### src/rtl/uart_txf_pkg.sv
package uart_txf_pkg;
    typedef enum logic [2:0] {
        TX_IDLE, TX_START, TX_DATA, TX_PARITY, TX_STOP, TX_BREAK
    } tx_state_e;

    typedef enum logic [1:0] {
        PAR_NONE = 2'd0, PAR_EVEN = 2'd1, PAR_ODD = 2'd2, PAR_OFF = 2'd3
    } par_e;

    typedef struct packed {
        logic [1:0] len;
        par_e       par;
        logic       stop2;
    } frame_cfg_t;
endpackage

### src/rtl/txf_fifo.sv
module txf_fifo #(
    parameter int DW    = 8,
    parameter int DEPTH = 8
) (
    input  logic                         clk,
    input  logic                         rst_n,
    input  logic                         clr,
    input  logic                         push_req,
    input  logic [DW-1:0]                wdata,
    input  logic                         pop,
    output logic [DW-1:0]                rdata,
    output logic                         empty,
    output logic                         full,
    output logic [$clog2(DEPTH+1)-1:0]   level
);
    localparam int AW = $clog2(DEPTH);
    localparam int CW = $clog2(DEPTH + 1);

    logic [DW-1:0] mem [DEPTH];
    logic [AW-1:0] wp, rp;
    logic [CW-1:0] cnt;
    logic          push;

    assign push  = push_req && !full;
    assign empty = (cnt == '0);
    assign full  = (cnt == CW'(DEPTH));
    assign level = cnt;
    assign rdata = mem[rp];

    always_ff @(posedge clk) begin
        if (push) mem[wp] <= wdata;
    end

    always_ff @(posedge clk) begin
        if (!rst_n || clr) begin
            wp  <= '0;
            rp  <= '0;
            cnt <= '0;
        end else begin
            if (push) wp <= (wp == AW'(DEPTH - 1)) ? '0 : wp + 1'b1;
            if (pop)  rp <= (rp == AW'(DEPTH - 1)) ? '0 : rp + 1'b1;
            cnt <= cnt + CW'(push) - CW'(pop);
        end
    end


    fifo_full_hold_chk: assert property (@(posedge clk) disable iff (!rst_n)
        (full && !pop && !clr) |=> full);


    fifo_count_chk: assert property (@(posedge clk) disable iff (!rst_n)
        (push && !pop && !clr) |=> (cnt == $past(cnt) + 1'b1));
endmodule

### src/rtl/txf_framer.sv
module txf_framer
    import uart_txf_pkg::*;
#(
    parameter int DW    = 8,
    parameter int TICKS = 16
) (
    input  logic          clk,
    input  logic          rst_n,
    input  logic          tick,
    input  logic          abort,
    input  logic          start_char,
    input  logic          start_brk,
    input  logic          brk_end,
    input  logic [DW-1:0] char_in,
    input  frame_cfg_t    cfg_in,
    output logic          take,
    output logic          txd,
    output logic          idle,
    output logic          in_break
);
    localparam int TW = $clog2(TICKS);
    localparam int IW = $clog2(DW);

    tx_state_e     state_q, state_d;
    logic [TW-1:0] cnt;
    logic [IW-1:0] idx;
    logic [IW-1:0] last_idx;
    logic [DW-1:0] shreg;
    logic [DW-1:0] load_mask;
    frame_cfg_t    cfg_q;
    logic          par_q, par_calc, has_par, bit_end;

    assign bit_end   = tick && (cnt == TW'(TICKS - 1));
    assign last_idx  = IW'(DW - 4) + IW'(cfg_q.len);
    assign has_par   = (cfg_q.par == PAR_EVEN) || (cfg_q.par == PAR_ODD);
    assign load_mask = ~({DW{1'b1}} << (DW - 3 + int'(cfg_in.len)));
    assign par_calc  = (^(char_in & load_mask)) ^ (cfg_in.par == PAR_ODD);
    assign take      = (state_q == TX_IDLE) && tick && start_char && !abort;

    // next state
    always_comb begin
        state_d = state_q;
        unique case (state_q)
            TX_IDLE:   if (tick && start_char)     state_d = TX_START;
                       else if (tick && start_brk) state_d = TX_BREAK;
            TX_START:  if (bit_end) state_d = TX_DATA;
            TX_DATA:   if (bit_end && idx == last_idx)
                           state_d = has_par ? TX_PARITY : TX_STOP;
            TX_PARITY: if (bit_end) state_d = TX_STOP;
            TX_STOP:   if (bit_end && (!cfg_q.stop2 || idx == IW'(1)))
                           state_d = TX_IDLE;
            TX_BREAK:  if (brk_end) state_d = TX_IDLE;
            default:   state_d = TX_IDLE;
        endcase
        if (abort) state_d = TX_IDLE;
    end

    // state register
    always_ff @(posedge clk) begin
        if (!rst_n) state_q <= TX_IDLE;
        else        state_q <= state_d;
    end

    // bit timing and shift datapath
    always_ff @(posedge clk) begin
        if (!rst_n || abort) begin
            cnt   <= '0;
            idx   <= '0;
            shreg <= '0;
            par_q <= 1'b0;
            cfg_q <= '0;
        end else if (take) begin
            shreg <= char_in;
            cfg_q <= cfg_in;
            par_q <= par_calc;
            cnt   <= '0;
            idx   <= '0;
        end else if (tick && state_q != TX_IDLE && state_q != TX_BREAK) begin
            cnt <= bit_end ? '0 : cnt + 1'b1;
            if (bit_end) begin
                unique case (state_q)
                    TX_DATA: begin
                        shreg <= shreg >> 1;
                        idx   <= (idx == last_idx) ? '0 : idx + 1'b1;
                    end
                    TX_STOP: idx <= idx + 1'b1;
                    default: idx <= '0;
                endcase
            end
        end
    end

    // outputs
    always_comb begin
        txd      = 1'b1;
        idle     = 1'b0;
        in_break = 1'b0;
        unique case (state_q)
            TX_IDLE:   idle = 1'b1;
            TX_START:  txd = 1'b0;
            TX_DATA:   txd = shreg[0];
            TX_PARITY: txd = par_q;
            TX_STOP:   txd = 1'b1;
            TX_BREAK: begin
                txd      = 1'b0;
                in_break = 1'b1;
            end
            default:   txd = 1'b1;
        endcase
    end


    data_idx_chk: assert property (@(posedge clk) disable iff (!rst_n)
        (state_q == TX_DATA) |-> (idx <= last_idx));


    start_gate_chk: assert property (@(posedge clk) disable iff (!rst_n)
        (state_q == TX_START && $past(state_q) == TX_IDLE) |-> $past(start_char && tick));


    break_hold_chk: assert property (@(posedge clk) disable iff (!rst_n)
        (state_q == TX_BREAK && !brk_end && !abort) |=> (state_q == TX_BREAK));
endmodule

### src/rtl/uart_tx_flow.sv
module uart_tx_flow
    import uart_txf_pkg::*;
#(
    parameter int DW    = 8,
    parameter int DEPTH = 8,
    parameter int TICKS = 16
) (
    input  logic          clk,
    input  logic          rst_n,
    input  logic          wr_en,
    input  logic [DW-1:0] wr_data,
    input  logic          cmd_enable,
    input  logic          cmd_disable,
    input  logic          cmd_reset,
    input  logic          cmd_brk_start,
    input  logic          cmd_brk_stop,
    input  logic [1:0]    mode_len,
    input  logic [1:0]    mode_parity,
    input  logic          mode_stop2,
    input  logic          mode_auto_rts,
    input  logic          mode_auto_cts,
    input  logic [1:0]    irq_sel,
    input  logic          baud_tick,
    input  logic          rts_on,
    input  logic          rts_off,
    input  logic          cts_n,
    output logic          txd,
    output logic          rts_n,
    output logic          fifo_irq
);
    localparam int CW = $clog2(DEPTH + 1);

    logic          en_q, brk_pend_q, rts_q, drop_cond_q;
    logic          empty, full, take, idle, in_break;
    logic          cts_ok, start_char, start_brk, wr_ok, drop_cond;
    logic [DW-1:0] head;
    logic [CW-1:0] level, free_w;
    frame_cfg_t    cfg;

    assign cfg        = '{len: mode_len, par: par_e'(mode_parity), stop2: mode_stop2};
    assign cts_ok     = !mode_auto_cts || !cts_n;
    assign start_char = en_q && !empty && cts_ok;
    assign start_brk  = brk_pend_q && !start_char;
    assign wr_ok      = wr_en && !(mode_auto_rts && !en_q);
    assign drop_cond  = mode_auto_rts && !en_q && empty && idle;
    assign free_w     = CW'(DEPTH) - level;
    assign fifo_irq   = free_w >= (CW'(1) << irq_sel);
    assign rts_n      = !rts_q;

    always_ff @(posedge clk) begin
        if (!rst_n) begin
            en_q        <= 1'b0;
            brk_pend_q  <= 1'b0;
            rts_q       <= 1'b0;
            drop_cond_q <= 1'b1;
        end else begin
            if (cmd_reset || cmd_disable) en_q <= 1'b0;
            else if (cmd_enable)          en_q <= 1'b1;
            if (cmd_reset || cmd_brk_stop || in_break) brk_pend_q <= 1'b0;
            else if (cmd_brk_start)                    brk_pend_q <= 1'b1;
            if (rts_off || (drop_cond && !drop_cond_q)) rts_q <= 1'b0;
            else if (rts_on)                            rts_q <= 1'b1;
            drop_cond_q <= drop_cond;
        end
    end

    txf_fifo #(.DW(DW), .DEPTH(DEPTH)) u_fifo (
        .clk(clk), .rst_n(rst_n), .clr(cmd_reset), .push_req(wr_ok),
        .wdata(wr_data), .pop(take), .rdata(head), .empty(empty),
        .full(full), .level(level)
    );

    txf_framer #(.DW(DW), .TICKS(TICKS)) u_framer (
        .clk(clk), .rst_n(rst_n), .tick(baud_tick), .abort(cmd_reset),
        .start_char(start_char), .start_brk(start_brk), .brk_end(cmd_brk_stop),
        .char_in(head), .cfg_in(cfg), .take(take), .txd(txd), .idle(idle),
        .in_break(in_break)
    );


    rts_drop_chk: assert property (@(posedge clk) disable iff (!rst_n)
        (drop_cond && !drop_cond_q && !rts_on) |=> rts_n);


    auto_rts_block_chk: assert property (@(posedge clk) disable iff (!rst_n)
        (mode_auto_rts && !en_q && !take && !cmd_reset) |=> (level <= $past(level)));
endmodule

### config.mk
export PLATFORM = sky130hd
export DESIGN_NAME = uart_tx_flow
export DESIGN_NICKNAME = d
export VERILOG_FILES = /design/src/rtl/uart_txf_pkg.sv /design/src/rtl/txf_fifo.sv /design/src/rtl/txf_framer.sv /design/src/rtl/uart_tx_flow.sv
export SDC_FILE = /design/constraint.sdc
export NUM_CORES = 1
export LEC_CHECK = 0
export BUFFER_PORTS_ARGS = -buffer_cell sky130_fd_sc_hd__buf_2
export CORE_ASPECT_RATIO = 0.7
export CORE_MARGIN = 8
export CORE_UTILIZATION = 25
export CTS_BUF_LIST = sky130_fd_sc_hd__clkbuf_2
export DETAILED_ROUTE_END_ITERATION = 10
export SLEW_MARGIN = 20
export SYNTH_ARGS = -nofsm -noshare
export SYNTH_HDL_FRONTEND = slang
export SYNTH_SLANG_ARGS = --single-unit
### constraint.sdc
create_clock -name clk -period 3.9 [get_ports clk]
set_clock_uncertainty 0.1 [all_clocks]
set_input_delay 0.39 -clock clk [delete_from_list [all_inputs] [get_ports clk]]
set_output_delay 0.39 -clock clk [all_outputs]
set_load 0.02 [all_outputs]
### After elaboration in Yosys (flattened, before gate mapping)

Memories as Yosys holds them, arrays and structs flattened. A register that Yosys moved wholly into a read port is not among the register bits.
Index checks and enable logic that the tools add are counted.

| cells by class | value |
|---|---|
| equal/unequal tests | 21 |
| reductions and logical operators | 55 |
| order comparisons | 1 |
| shift-type cells | 2 |
| muxes and demuxes | 25 |
| $add $sub $neg | 9 |
| bitwise gates (word level) | 4 |

Operators by type and width:

| cell | number |
|---|---|
| 3-bit 2-to-1 mux | 13 |
| 8-bit 2-to-1 mux | 4 |
| 8-bit by 32-bit << shifter with 8-bit output (first input constant) | 1 |
| 1-bit logical AND | 19 |
| 3-bit case mux with 6 select lines | 1 |
| 3-bit == test (second input constant) | 4 |
| 1-bit logical NOT | 12 |
| 2-bit OR reduction | 6 |
| 3-bit by 1-bit adder with 3-bit output (second input constant) | 3 |
| 8-bit AND | 1 |
| 4-bit == test (second input constant) | 2 |
| 1-bit logical OR | 8 |
| 2-bit by 1-bit != test with 1-bit output (second input constant) | 4 |
| 8-bit inverter | 1 |
| 8-bit XOR reduction | 1 |
| 3-bit by 1-bit == test with 1-bit output (second input constant) | 2 |
| 3-bit by 2-bit == test with 1-bit output (second input constant) | 2 |
| 3-bit != test (second input constant) | 2 |
| 3-bit case mux with 2 select lines | 1 |
| 6-bit AND reduction | 1 |
| 2-bit nonzero test | 3 |
| 3-bit by 2-bit adder with 4-bit output (first input constant) | 1 |
| 4-bit by 1-bit adder with 4-bit output | 1 |
| 4-bit by 1-bit adder with 4-bit output (second input constant) | 1 |
| 19 further kinds | 23 |

| storage, ports and cells | value |
|---|---|
| register bits after elaboration | 38 |
| memories kept | 1 |
| bits of input ports | 29 |
| RAM bits | 64 |

Memories:

| memory | words | bits a word | rd ports | clocked after Yosys merged registers in | write ports | RTL line | text |
|---|---|---|---|---|---|---|---|
| u_fifo.mem | 8 | 8 | 1 | 1 | 1 | txf_fifo.sv:19 | `logic [DW-1:0] mem [DEPTH];` |

### Depth between registers and ports, before layout

Gate-level depths: netlist of run 1.

| depth | value |
|---|---|
| depth in word-level cells | 10 |
| mapped depth | 14 |

### Modules after synthesis

A second synthesis of run 1 with hierarchy kept.

| second synthesis, totals | value |
|---|---|
| cells, all modules | 373 |
| area, all modules | 4,918.5 µm² |

Modules (own cells, without submodules):

| module | cells an instance | area an instance (µm²) | sequential area each (µm²) | times used |
|---|---|---|---|---|
| txf_fifo | 169 | 3,156.8 | 2,182.1 | 1 |
| txf_framer | 166 | 1,420.1 | 480.5 | 1 |
| uart_tx_flow | 38 | 341.6 | 80.1 | 1 |

### Worst setup path before layout of run 1

OpenSTA, ideal clock, no wires.

| timing path | value |
|---|---|
| path type | flip-flop to flip-flop |
| start point | register u_framer.state_q[2] |
| end point | register u_fifo.cnt[2] (netlist: u_fifo.level[2]) |
| clock period less this slack | 2,693 ps |
| path slack | 1,207 ps |
| stages on the path, launching flop included | 14 |
| buffers on the path | 1 |
| data arrival time | 2,465 ps |
| path through | dfxtp_1 clkbuf_1 or2_2 nor2_1 nand2_1 or2_2 inv_1 ha_1 inv_1 ha_1 inv_1 fa_1 xnor2_1 nor2_1 |

| on the way | value |
|---|---|
| word-level cells in the longest chain between the ends | 5 |

Ends and longest elaborated chain:

| item | RTL line | text |
|---|---|---|
| from (decl) | txf_framer.sv:24 | `tx_state_e state_q, state_d;` |
| from (signal assigned) | txf_framer.sv:61 | `else state_q <= state_d;` |
| 3-bit logical NOT | txf_framer.sv:38 | `assign take = (state_q == TX_IDLE) && tick && start_char && !abort;` |
| 1-bit logical AND (3 in series) | txf_framer.sv:38 |  |
| 4-bit by 1-bit subtractor with 4-bit output | txf_fifo.sv:42 | `cnt <= cnt + CW'(push) - CW'(pop);` |
| to (signal assigned) | txf_fifo.sv:42 |  |
| to (decl) | txf_fifo.sv:21 | `logic [CW-1:0] cnt;` |

No other way between the ends.
A chain may end at the register's enable or synchronous reset.

### Worst setup path in the final report of run 1

| timing path | value |
|---|---|
| start point | register u_fifo.cnt[1] (netlist: u_fifo.level[1]) |
| end point | register u_fifo.cnt[3] (netlist: u_fifo.level[3]) |

| on the way | value |
|---|---|
| word-level cells in the longest chain between the ends | 7 |

Ends and longest elaborated chain:

| item | RTL line |
|---|---|
| branches (longest 6 deep; another with 4-bit by 1-bit adder with 4-bit output) | n/a |
| 4-bit by 1-bit subtractor with 4-bit output * | txf_fifo.sv:42 |

Mark *: on every way between the ends.

==> results of run 1 <==
-- critical path: stages (launching register included) --
cell and delay, ns:
dfxtp_1 0.46, inv_1 0.11, ha_1 0.25, nand2_1 0.12
and3_1 0.22, nand2_1 0.09, or2_2 0.39, inv_1 0.21
ha_1 0.24, inv_1 0.06, ha_1 0.26, a21oi_1 0.13
nor2_1 0.06, or3_1 0.31, a21oi_1 0.15
-- where the power goes --
part	switching, mW	internal (mW)
Clock	0.366	0.154
Sequential	0.00418	1.19
Combinational	0.0619	0.0608
-- area by class of cell --
type                            instances  area, um2  area share
Sequential cell                       105       2743      0.4951
Clock inverter                          7      76.32     0.01378
Clock buffer                            9      45.04    0.008132
Inverter                               16      60.06     0.01084
Timing Repair Buffer                   62      440.4     0.07951
Antenna cell                            1      2.502   0.0004518
Tap cell                              242      302.8     0.05466
Multi-Input combinational cell        231       1869      0.3375
-- cells in the mapped netlist, types with 4 or more instances --
cell type,n,area (um2)
mux2i_1,22,220.2
dfxtp_1,41,820.8
nor3b_1,5,37.54
edfxtp_1,64,1922
nor3_1,10,50.05
mux2_2,8,90.09
ha_1,19,237.7
a21oi_1,16,80.08
nand2_1,19,71.32
nand2b_1,7,43.79
nand4_1,4,25.02
nand3_1,4,20.02
o21ai_0,9,45.04
clkbuf_1,8,30.03
buf_2,5,25.02
inv_1,16,60.06
mux4_1,7,183.9
nor2_1,38,142.6
nor2b_1,6,37.54
mux4_2,5,112.6
xnor2_1,7,61.31
a211oi_1,8,60.06
-- repair_timing --
action	4_1_cts	5_1_grt
buffers inserted	0	0
endpoints found under the hold margin	74	0
resized for setup	0	0
endpoints found under the setup margin	0	0
hold buffers	21	0
-- stage by stage --
stage / hold slack, ns / area [um2]
floorplan: 0.3472 / 4743
global placement: 0.3717 / 5202
detailed placement: 0.3709 / 5202
CTS: 0.003098 / 5534
global route: 0.02883 / 5539
finish: 0.05293 / 5539
-- per-layer routing --
metal | track usage | part of all wire | vias to the layer above
li1 | - | - | 1482
met1 | 0.09865 | 0.45 | 1474
met2 | 0.1489 | 0.49 | 43
met3 | 0.02230 | 0.040 | 13
met4 | 0.03205 | 0.018 | 0
met5 | 0 | 0 | -
-- state kept, by name (all words and copies together), names as in the netlist, named ones only --
signal,count
drop_cond_q,1
u_framer.par_q,1
u_framer.idx,3
brk_pend_q,1
u_fifo.level,4
u_framer.cfg_q,5
u_framer.shreg,8
u_fifo.mem,64
u_framer.state_q,3
u_fifo.wp,3
rts_q,1
u_fifo.rp,3
en_q,1
u_framer.cnt,4
-- cells by family (layout without fill, tap and decap cells) --
kind of cell	after synthesis	after routing	synth area share
DFF	105	105	0.5782
AOI/OAI and AO/OA	49	49	0.06727
and+or+nand+nor	107	107	0.1113
xor gates and xnor gates	13	13	0.03271
buffers and inverters	32	94	0.02823
other	0	1	0
muxes	42	42	0.1279
adders and majority gates	20	20	0.05434
-- how the worst max path moves through the flow --
stage / depth (start not counted) / to / slack (ns) / start
6_report: 14 / u_fifo.level[3] / 0.69 / u_fifo.level[1]
3_3_place_gp: 14 / u_fifo.level[2] / 0.86 / u_fifo.level[1]
2_1_floorplan: 13 / u_fifo.level[2] / 1.21 / u_framer.state_q[2]
4_1_cts: 14 / u_fifo.level[3] / 0.66 / u_fifo.level[1]
5_1_grt: 14 / u_fifo.level[3] / 0.48 / u_fifo.level[1]
3_5_place_dp: 14 / u_fifo.level[3] / 0.72 / u_fifo.level[1]
==> run_results.csv, run 1 <==
group,metric,value,unit
outcome,outcome,"finished clean",
power,leakage,1.985,nW
yosys,synth_async_sr_flop_share,0,
worst_hold_path,hold_path_class,"in2reg",
worst_setup_path,startpoint_type,"flop",
clock_network,cts_buffers,9,
route,drt-total-wl,9.885,mm
sta,finalMaxSlewViolations,0,
floorplan,die_area,23710,um2
route,drc,0,
sta,fin_setup_tns,0,ns
yosys,synth_enable_flop_cells,64,
final_layout,layout_commonest_cell,"edfxtp_1",
placed_design,dp_cells,635,
placed_design,io_buffers,31,
global_routing,grt_pass1_wl,15.95,mm
global_routing,grt_use_total,0.08510,
sta,period_needed,3.210,ns
route,post_drt_wl_per_cell,14.69,um
floorplan,die_h,131.2,um
clock_network,cts_root_buf,"clkbuf_2",
yosys,synth_cell_types,50,
final_layout,n_fill_cell,1851,
sta,finalHoldViolations,0,
worst_setup_path,crit_type,"reg2reg",
yosys,netlist_instances,368,
global_routing,antenna_found_initial,1,
route,dr.pass1.iters,4,
route,drtAntennaViolNets,0,
final_layout,final_layout_size_suffix_gt1_frac,0.1698,
job,cap_violations,0,
worst_setup_path,worstReg2RegEnd,"u_fifo.level[3]",
placed_design,preCtsSetupSlack,0.7230,ns
yosys,syn-mean-instance-area,12.89,um2
final_layout,fin_nets,474,
clock_network,path_clk_slew,0.28,ns
placed_design,hpwl,6.993,mm
floorplan,die_w,180.6,um
floorplan,rows,42,
final_layout,synthToLayoutAreaGrowth,16.78,%
sta,rsz0062_at_grt,"no",
yosys,synth_area,4743,um2
route,vias,3012,
route,drt_first_iter_violations,199,
worst_setup_path,r2r-start,"u_fifo.level[1]",
sta,setup_ws,0.6896,ns
floorplan,fp.coreArea,18760,um2
worst_setup_path,reg2reg_slack,0.69,ns
power,ir_drop,0.0001186,V
worst_hold_path,min_from,"mode_auto_rts",
route,via_per_inst,4.475,
worst_hold_path,hold_end,"drop_cond_q",
clock_network,h-tree-depth,3,
clock_network,clk-insertion-delay-late,0.61,ns
sta,fmax,311.5,MHz
sta,worstMarginPinSlew,0.8343,ns
power,power,1.833,mW
yosys,ys_seq_area_frac,0.5782,
worst_setup_path,cp.arrival,3.68,ns
floorplan,initial_core_util,0.2528,
clock_network,clock_sinks,105,
global_routing,grt_max_degree,28,
worst_hold_path,holdPathStages,5,
global_routing,overflow,0,
sta,max-slew-margin-rel,0.4418,
floorplan,io_pins,32,
yosys,synth-seq-cells,105,
final_layout,utilization,0.2953,
worst_setup_path,rr_worst_depth,14,
yosys,synth_top_flop_cell,"edfxtp_1",
global_routing,grt_pass1_vias,3164,
sta,fin_crit_sh,0.8232,
yosys,syn_nets,417,
sta,finalSetupViolCount,0,
yosys,yosys_warnings,0,
worst_setup_path,worstPathMaxFanout,12,
final_layout,layout_common_cells,"edfxtp_1 (64), dfxtp_1 (41), nor2_1 (38), buf_2 (31), mux2i_1 (22)",
worst_setup_path,end_kind,"flop",
power,power_density,331.0,nW/um2
placed_design,globalplace.congestion,0.7920,
clock_network,cts_tree,"built",
final_layout,final_cells,673,
worst_setup_path,cp_data_required_time,4.37,ns
clock_network,cts_buffer_depth,2,
(Power assumes the default switching activity.)
==> inputs of run 2 (changes only) <==
==> constraint.sdc (replaced) <==
create_clock -name clk -period 3.1 [get_ports clk]
set_clock_uncertainty 0.1 [all_clocks]
set_input_delay 0.31 -clock clk [delete_from_list [all_inputs] [get_ports clk]]
set_output_delay 0.31 -clock clk [all_outputs]
set_load 0.02 [all_outputs]
==> run_results.csv, run 2 (same netlist as run 1, synthesis figures left out) <==
group,metric,value,unit
outcome,outcome,"finished clean",
power,ir_drop,0.0002106,V
clock_network,cts_buffer_depth,2,
floorplan,initial_core_util,0.2528,
sta,finalMaxSlewViolations,0,
power,power,2.268,mW
route,vias,3074,
final_layout,n_fill_cell,1857,
floorplan,rows,42,
route,drc,0,
route,drtAntennaViolNets,0,
floorplan,die_h,131.2,um
job,cap_violations,0,
floorplan,die_w,180.6,um
clock_network,cts_tree,"built",
sta,rsz0062_at_grt,"no",
worst_setup_path,end_kind,"flop",
sta,finalHoldViolations,0,
worst_hold_path,hold_path_class,"in2reg",
final_layout,fin_nets,482,
worst_setup_path,worstPathMaxFanout,4,
clock_network,path_clk_slew,0.27,ns
sta,fmax,349.3,MHz
route,post_drt_wl_per_cell,14.91,um
global_routing,overflow,0,
clock_network,cts_root_buf,"clkbuf_2",
placed_design,globalplace.congestion,0.7709,
sta,finalSetupViolCount,0,
floorplan,die_area,23710,um2
final_layout,regArea,2744,um2
global_routing,grt_use_total,0.08664,
clock_network,h-tree-depth,3,
route,drt-total-wl,10.14,mm
final_layout,final_cells,680,
sta,whs,0.1202,ns
global_routing,grt_pass1_vias,3160,
route,drt_first_iter_violations,194,
floorplan,io_pins,32,
global_routing,antenna_found_initial,1,
clock_network,cts_setup_buffers,0,
worst_setup_path,startpoint_type,"flop",
final_layout,synthToLayoutAreaGrowth,17.86,%
final_layout,reg_top3,"u_fifo.mem: 64 flops, u_framer.shreg: 8 flops, u_framer.cfg_q: 5 flops",
sta,period_needed,2.863,ns
clock_network,clock_sinks,105,
sta,worstMarginPinSlew,0.5827,ns
final_layout,largest_register_ffs,64,
sta,fin_setup_tns,0,ns
route,via_per_inst,4.521,
placed_design,hpwl,7.199,mm
global_routing,grt_pass1_wl,16.42,mm
worst_setup_path,cp.arrival,3.30,ns
placed_design,io_buffers,31,
final_layout,final_layout_size_suffix_gt1_frac,0.1854,
clock_network,clk-insertion-delay-late,0.59,ns
worst_setup_path,cp_data_required_time,3.54,ns
route,dr.pass1.iters,5,
power,power_density,405.6,nW/um2
final_layout,layout_commonest_cell,"edfxtp_1",
floorplan,fp.coreArea,18760,um2
global_routing,grt_max_degree,28,
worst_setup_path,crit_type,"reg2reg",
sta,setup_ws,0.2370,ns
placed_design,dp_cells,642,
final_layout,layout_common_cells,"edfxtp_1 (64), dfxtp_1 (40), nor2_1 (38), buf_2 (31)",
sta,fin_crit_sh,0.9236,
final_layout,largest_register,"u_fifo.mem",
placed_design,preCtsSetupSlack,0.1943,ns
clock_network,cts_buffers,9,
sta,max-slew-margin-rel,0.6115,
power,leakage,2.016,nW
final_layout,multi_input_area,1871,um2
run 2: stage by stage:
stage	area [um2]	utilization
global placement	5255	0.2801
CTS	5583	0.2976
finish	5590	0.2980
floorplan	4743	-
detailed placement	5255	0.2801
global route	5590	0.2980
run 2: routing by layer:
layer | vias to the layer above | wire length (um) | track usage
li1 | 1494 | - | -
met1 | 1511 | 4722 | 0.1073
met2 | 54 | 4891 | 0.1443
met3 | 15 | 324 | 0.01955
met4 | 0 | 197 | 0.03526
met5 | - | 0 | 0
run 2: worst paths after layout:
kind / end / depth (start not counted) / from / slack (ns)
max reg2reg: u_fifo.level[3] / 14 / u_fifo.level[1] / 0.24
max: u_fifo.level[3] / 14 / u_fifo.level[1] / 0.24
min: u_framer.par_q / 4 / mode_auto_cts / 0.12
min reg2reg: u_framer.shreg[7] / 2 / u_framer.shreg[7] / 0.39
run 2: cell type report:
class	instances	area share
Sequential cell	105	0.4908
Multi-Input combinational cell	231	0.3346
Timing Repair Buffer	70	0.08997
Tap cell	242	0.05416
Inverter	16	0.01074
Clock inverter	5	0.01030
Clock buffer	10	0.008953
Antenna cell	1	0.0004476
run 2: critical path, cell delays in order, from the launching register on:
cell and delay, ns:
dfxtp_2 0.42, inv_1 0.09, ha_1 0.25, nand2_1 0.12, and3_2 0.25, nand2_1 0.08
or2_2 0.29, inv_1 0.08, ha_1 0.19, inv_1 0.06, ha_1 0.27, a21oi_1 0.12
nor2_1 0.06, or3_1 0.30, a21oi_1 0.13
run 2: power breakdown:
| part | leakage [nW] | switching, mW | total [mW] | internal (mW) |
|---|---|---|---|---|
| clock | 0.0617 | 0.436 | 0.619 | 0.183 |
| sequential | 0.910 | 0.00437 | 1.50 | 1.49 |
| combinational | 1.04 | 0.0744 | 0.152 | 0.0779 |
run 2: timing repair:
action / in CTS / in global routing
resized for setup: 0 / 2
hold endpoints to repair: 74 / 0
hold buffers: 22 / 0
endpoints found under the setup margin: 0 / 2
==> inputs of run 3 (changes only) <==
--- a/config.mk
+++ b/config.mk
@@ -8,7 +8,7 @@
 export BUFFER_PORTS_ARGS = -buffer_cell sky130_fd_sc_hd__buf_2
 export CORE_ASPECT_RATIO = 0.7
 export CORE_MARGIN = 8
-export CORE_UTILIZATION = 25
+export CORE_UTILIZATION = 45
 export CTS_BUF_LIST = sky130_fd_sc_hd__clkbuf_2
 export DETAILED_ROUTE_END_ITERATION = 10
 export SLEW_MARGIN = 20
==> constraint.sdc (replaced) <==
create_clock -name clk -period 3.5 [get_ports clk]
set_clock_uncertainty 0.1 [all_clocks]
set_input_delay 0.35 -clock clk [delete_from_list [all_inputs] [get_ports clk]]
set_output_delay 0.35 -clock clk [all_outputs]
set_load 0.02 [all_outputs]
==> run_results.csv, run 3 (same netlist as run 1, synthesis figures left out) <==
group,metric,value,unit
job,cap_violations,0,
worst_setup_path,crit_type,"reg2reg",
worst_setup_path,reg2reg_slack,0.32,ns
final_layout,fin_area,5426,um2
power,power,2.020,mW
sta,fmax,314.9,MHz
global_routing,overflow,0,
floorplan,fp.coreArea,10320,um2
final_layout,final_layout_size_suffix_gt1_frac,0.1824,
route,drtAntennaViolNets,0,
final_layout,layout_common_cells,"edfxtp_1 (64), dfxtp_1 (41), nor2_1 (38), buf_2 (31), mux2i_1 (22)",
worst_setup_path,critPathSlowestCell,"dfxtp_1",
worst_setup_path,path_buf_inv,3,
clock_network,h-tree-depth,3,
floorplan,die_area,14130,um2
clock_network,cts_root_buf,"clkbuf_2",
worst_setup_path,r2r-start,"u_fifo.level[1]",
worst_hold_path,hold_path_class,"in2reg",
worst_setup_path,critical-path-max-stage-delay,0.44,ns
clock_network,clk-insertion-delay-late,0.57,ns
worst_setup_path,end_kind,"flop",
sta,finalSetupViolCount,0,
sta,whs,0.09016,ns
route,dr.pass1.iters,4,
route,vias,2942,
worst_setup_path,crit_end,"u_fifo.level[3]",
floorplan,io_pins,32,
worst_setup_path,setup.worst_path.start,"u_fifo.level[1]",
sta,fin_crit_sh,0.9073,
placed_design,place_area,5107,um2
clock_network,clock_sinks,105,
global_routing,antenna_found_initial,0,
worst_setup_path,cp.depth,14,
final_layout,synthToLayoutAreaGrowth,14.40,%
placed_design,hpwl,6.666,mm
final_layout,final_cells,565,
clock_network,cts_buffer_depth,2,
final_layout,largest_register_ffs,64,
sta,rsz0062_at_grt,"no",
final_layout,layout_commonest_cell,"edfxtp_1",
sta,worstMarginPinSlew,0.6696,ns
clock_network,cts_buffers,9,
final_layout,n_fill_cell,912,
clock_network,cts_tree,"built",
worst_setup_path,worstPathMaxFanout,12,
worst_setup_path,startpoint_type,"flop",
clock_network,cts_setup_buffers,0,
worst_setup_path,rr_worst_depth,14,
global_routing,grt_max_degree,28,
floorplan,rows,31,
route,drt-total-wl,9.220,mm
clock_network,post_cts_resized,0,
route,post_drt_wl_per_cell,16.32,um
final_layout,largest_register,"u_fifo.mem",
power,leakage,2.000,nW
outcome,outcome,"finished clean",
clock_network,path_clk_slew,0.26,ns
placed_design,globalplace.congestion,0.8055,
power,power_density,372.2,nW/um2
floorplan,die_h,101.9,um
final_layout,reg_top3,"u_fifo.mem: 64 flops, u_framer.shreg: 8 flops, u_framer.cfg_q: 5 flops",
worst_setup_path,crit_chain,"inv_1 > ha_1 > nand2_1 > and3_1 > nand2_1 > or2_2 > inv_1 > ha_1 > inv_1 > ha_1 > a21oi_1 > nor2_1 > or3_1 > a21oi_1",
worst_setup_path,cp.arrival,3.58,ns
final_layout,fin_nets,477,
placed_design,preCtsSetupSlack,0.3256,ns
floorplan,initial_core_util,0.4597,
worst_setup_path,cp_data_required_time,3.90,ns
route,drc,0,
worst_setup_path,critical-path-top-delay-family,"simple AND/OR/NAND/NOR gates",
final_layout,diodes,0,
sta,setup_ws,0.3246,ns
floorplan,die_w,138.7,um
sta,max-slew-margin-rel,0.5530,
power,ir_drop,0.0001851,V
sta,fin_setup_tns,0,ns
route,drt_first_iter_violations,176,
global_routing,grt_pass1_wl,14.79,mm
global_routing,grt_use_total,0.1362,
placed_design,io_buffers,31,
sta,period_needed,3.175,ns
sta,finalMaxSlewViolations,0,
placed_design,dp_cells,529,
final_layout,utilization,0.5260,
sta,finalHoldViolations,0,
worst_setup_path,worstReg2RegEnd,"u_fifo.level[3]",
global_routing,grt_pass1_vias,2880,
route,via_per_inst,5.207,
## run 3: cell types whose count changed in the layout (fill, tap and decap cells not counted), sizes merged
| cell | change |
|---|---|
| buf | -3 |
| diode | -1 |
| inv | +1 |
| dlygate4sd3 | -2 |
## run 3: cell type report
class	instances	area [um2]	area share
clock buffer	10	50.05	0.009223
clock inverter	6	66.31	0.01222
inverter	16	60.06	0.01107
multi-input combinational	231	1882	0.3468
sequential	105	2743	0.5054
tap	132	165.2	0.03044
timing repair buffer	65	460.4	0.08485
## run 3: per-layer routing
| metal | wire (um) | vias to the layer above | GRT usage |
|---|---|---|---|
| met3 | 326 | 7 | 0.03220 |
| li1 | - | 1479 | - |
| met5 | 0 | - | 0 |
| met2 | 4053 | 51 | 0.2036 |
| met1 | 4738 | 1405 | 0.1881 |
| met4 | 102 | 0 | 0.05458 |
## run 3: worst min-delay path by stage
stage | from | endpoint | slack, ns | depth (start not counted)
CTS | cmd_reset | u_fifo.level[0] | 0.04 | 3
global route | cmd_reset | u_fifo.level[0] | 0.06 | 3
global placement | u_framer.shreg[7] | u_framer.shreg[7] | 0.36 | 2
detailed placement | u_framer.shreg[7] | u_framer.shreg[7] | 0.37 | 2
floorplan | rst_n | drop_cond_q | 0.31 | 1
finish | cmd_reset | u_fifo.level[0] | 0.09 | 3
## run 3: power breakdown
group	internal, mW	total, mW	switching, mW
Clock	0.169	0.562	0.394
Sequential	1.32	1.33	0.00452
Combinational	0.0668	0.131	0.0643
## run 3: what timing repair did
action,CTS,global route
hold buffers,20,0
endpoints found under the hold margin,73,0
endpoints found under the setup margin,0,0
## run 3: worst min-delay path, stage by stage
cell     delay, ns
buf_2         0.10
nor2b_1       0.10
and2_1        0.17
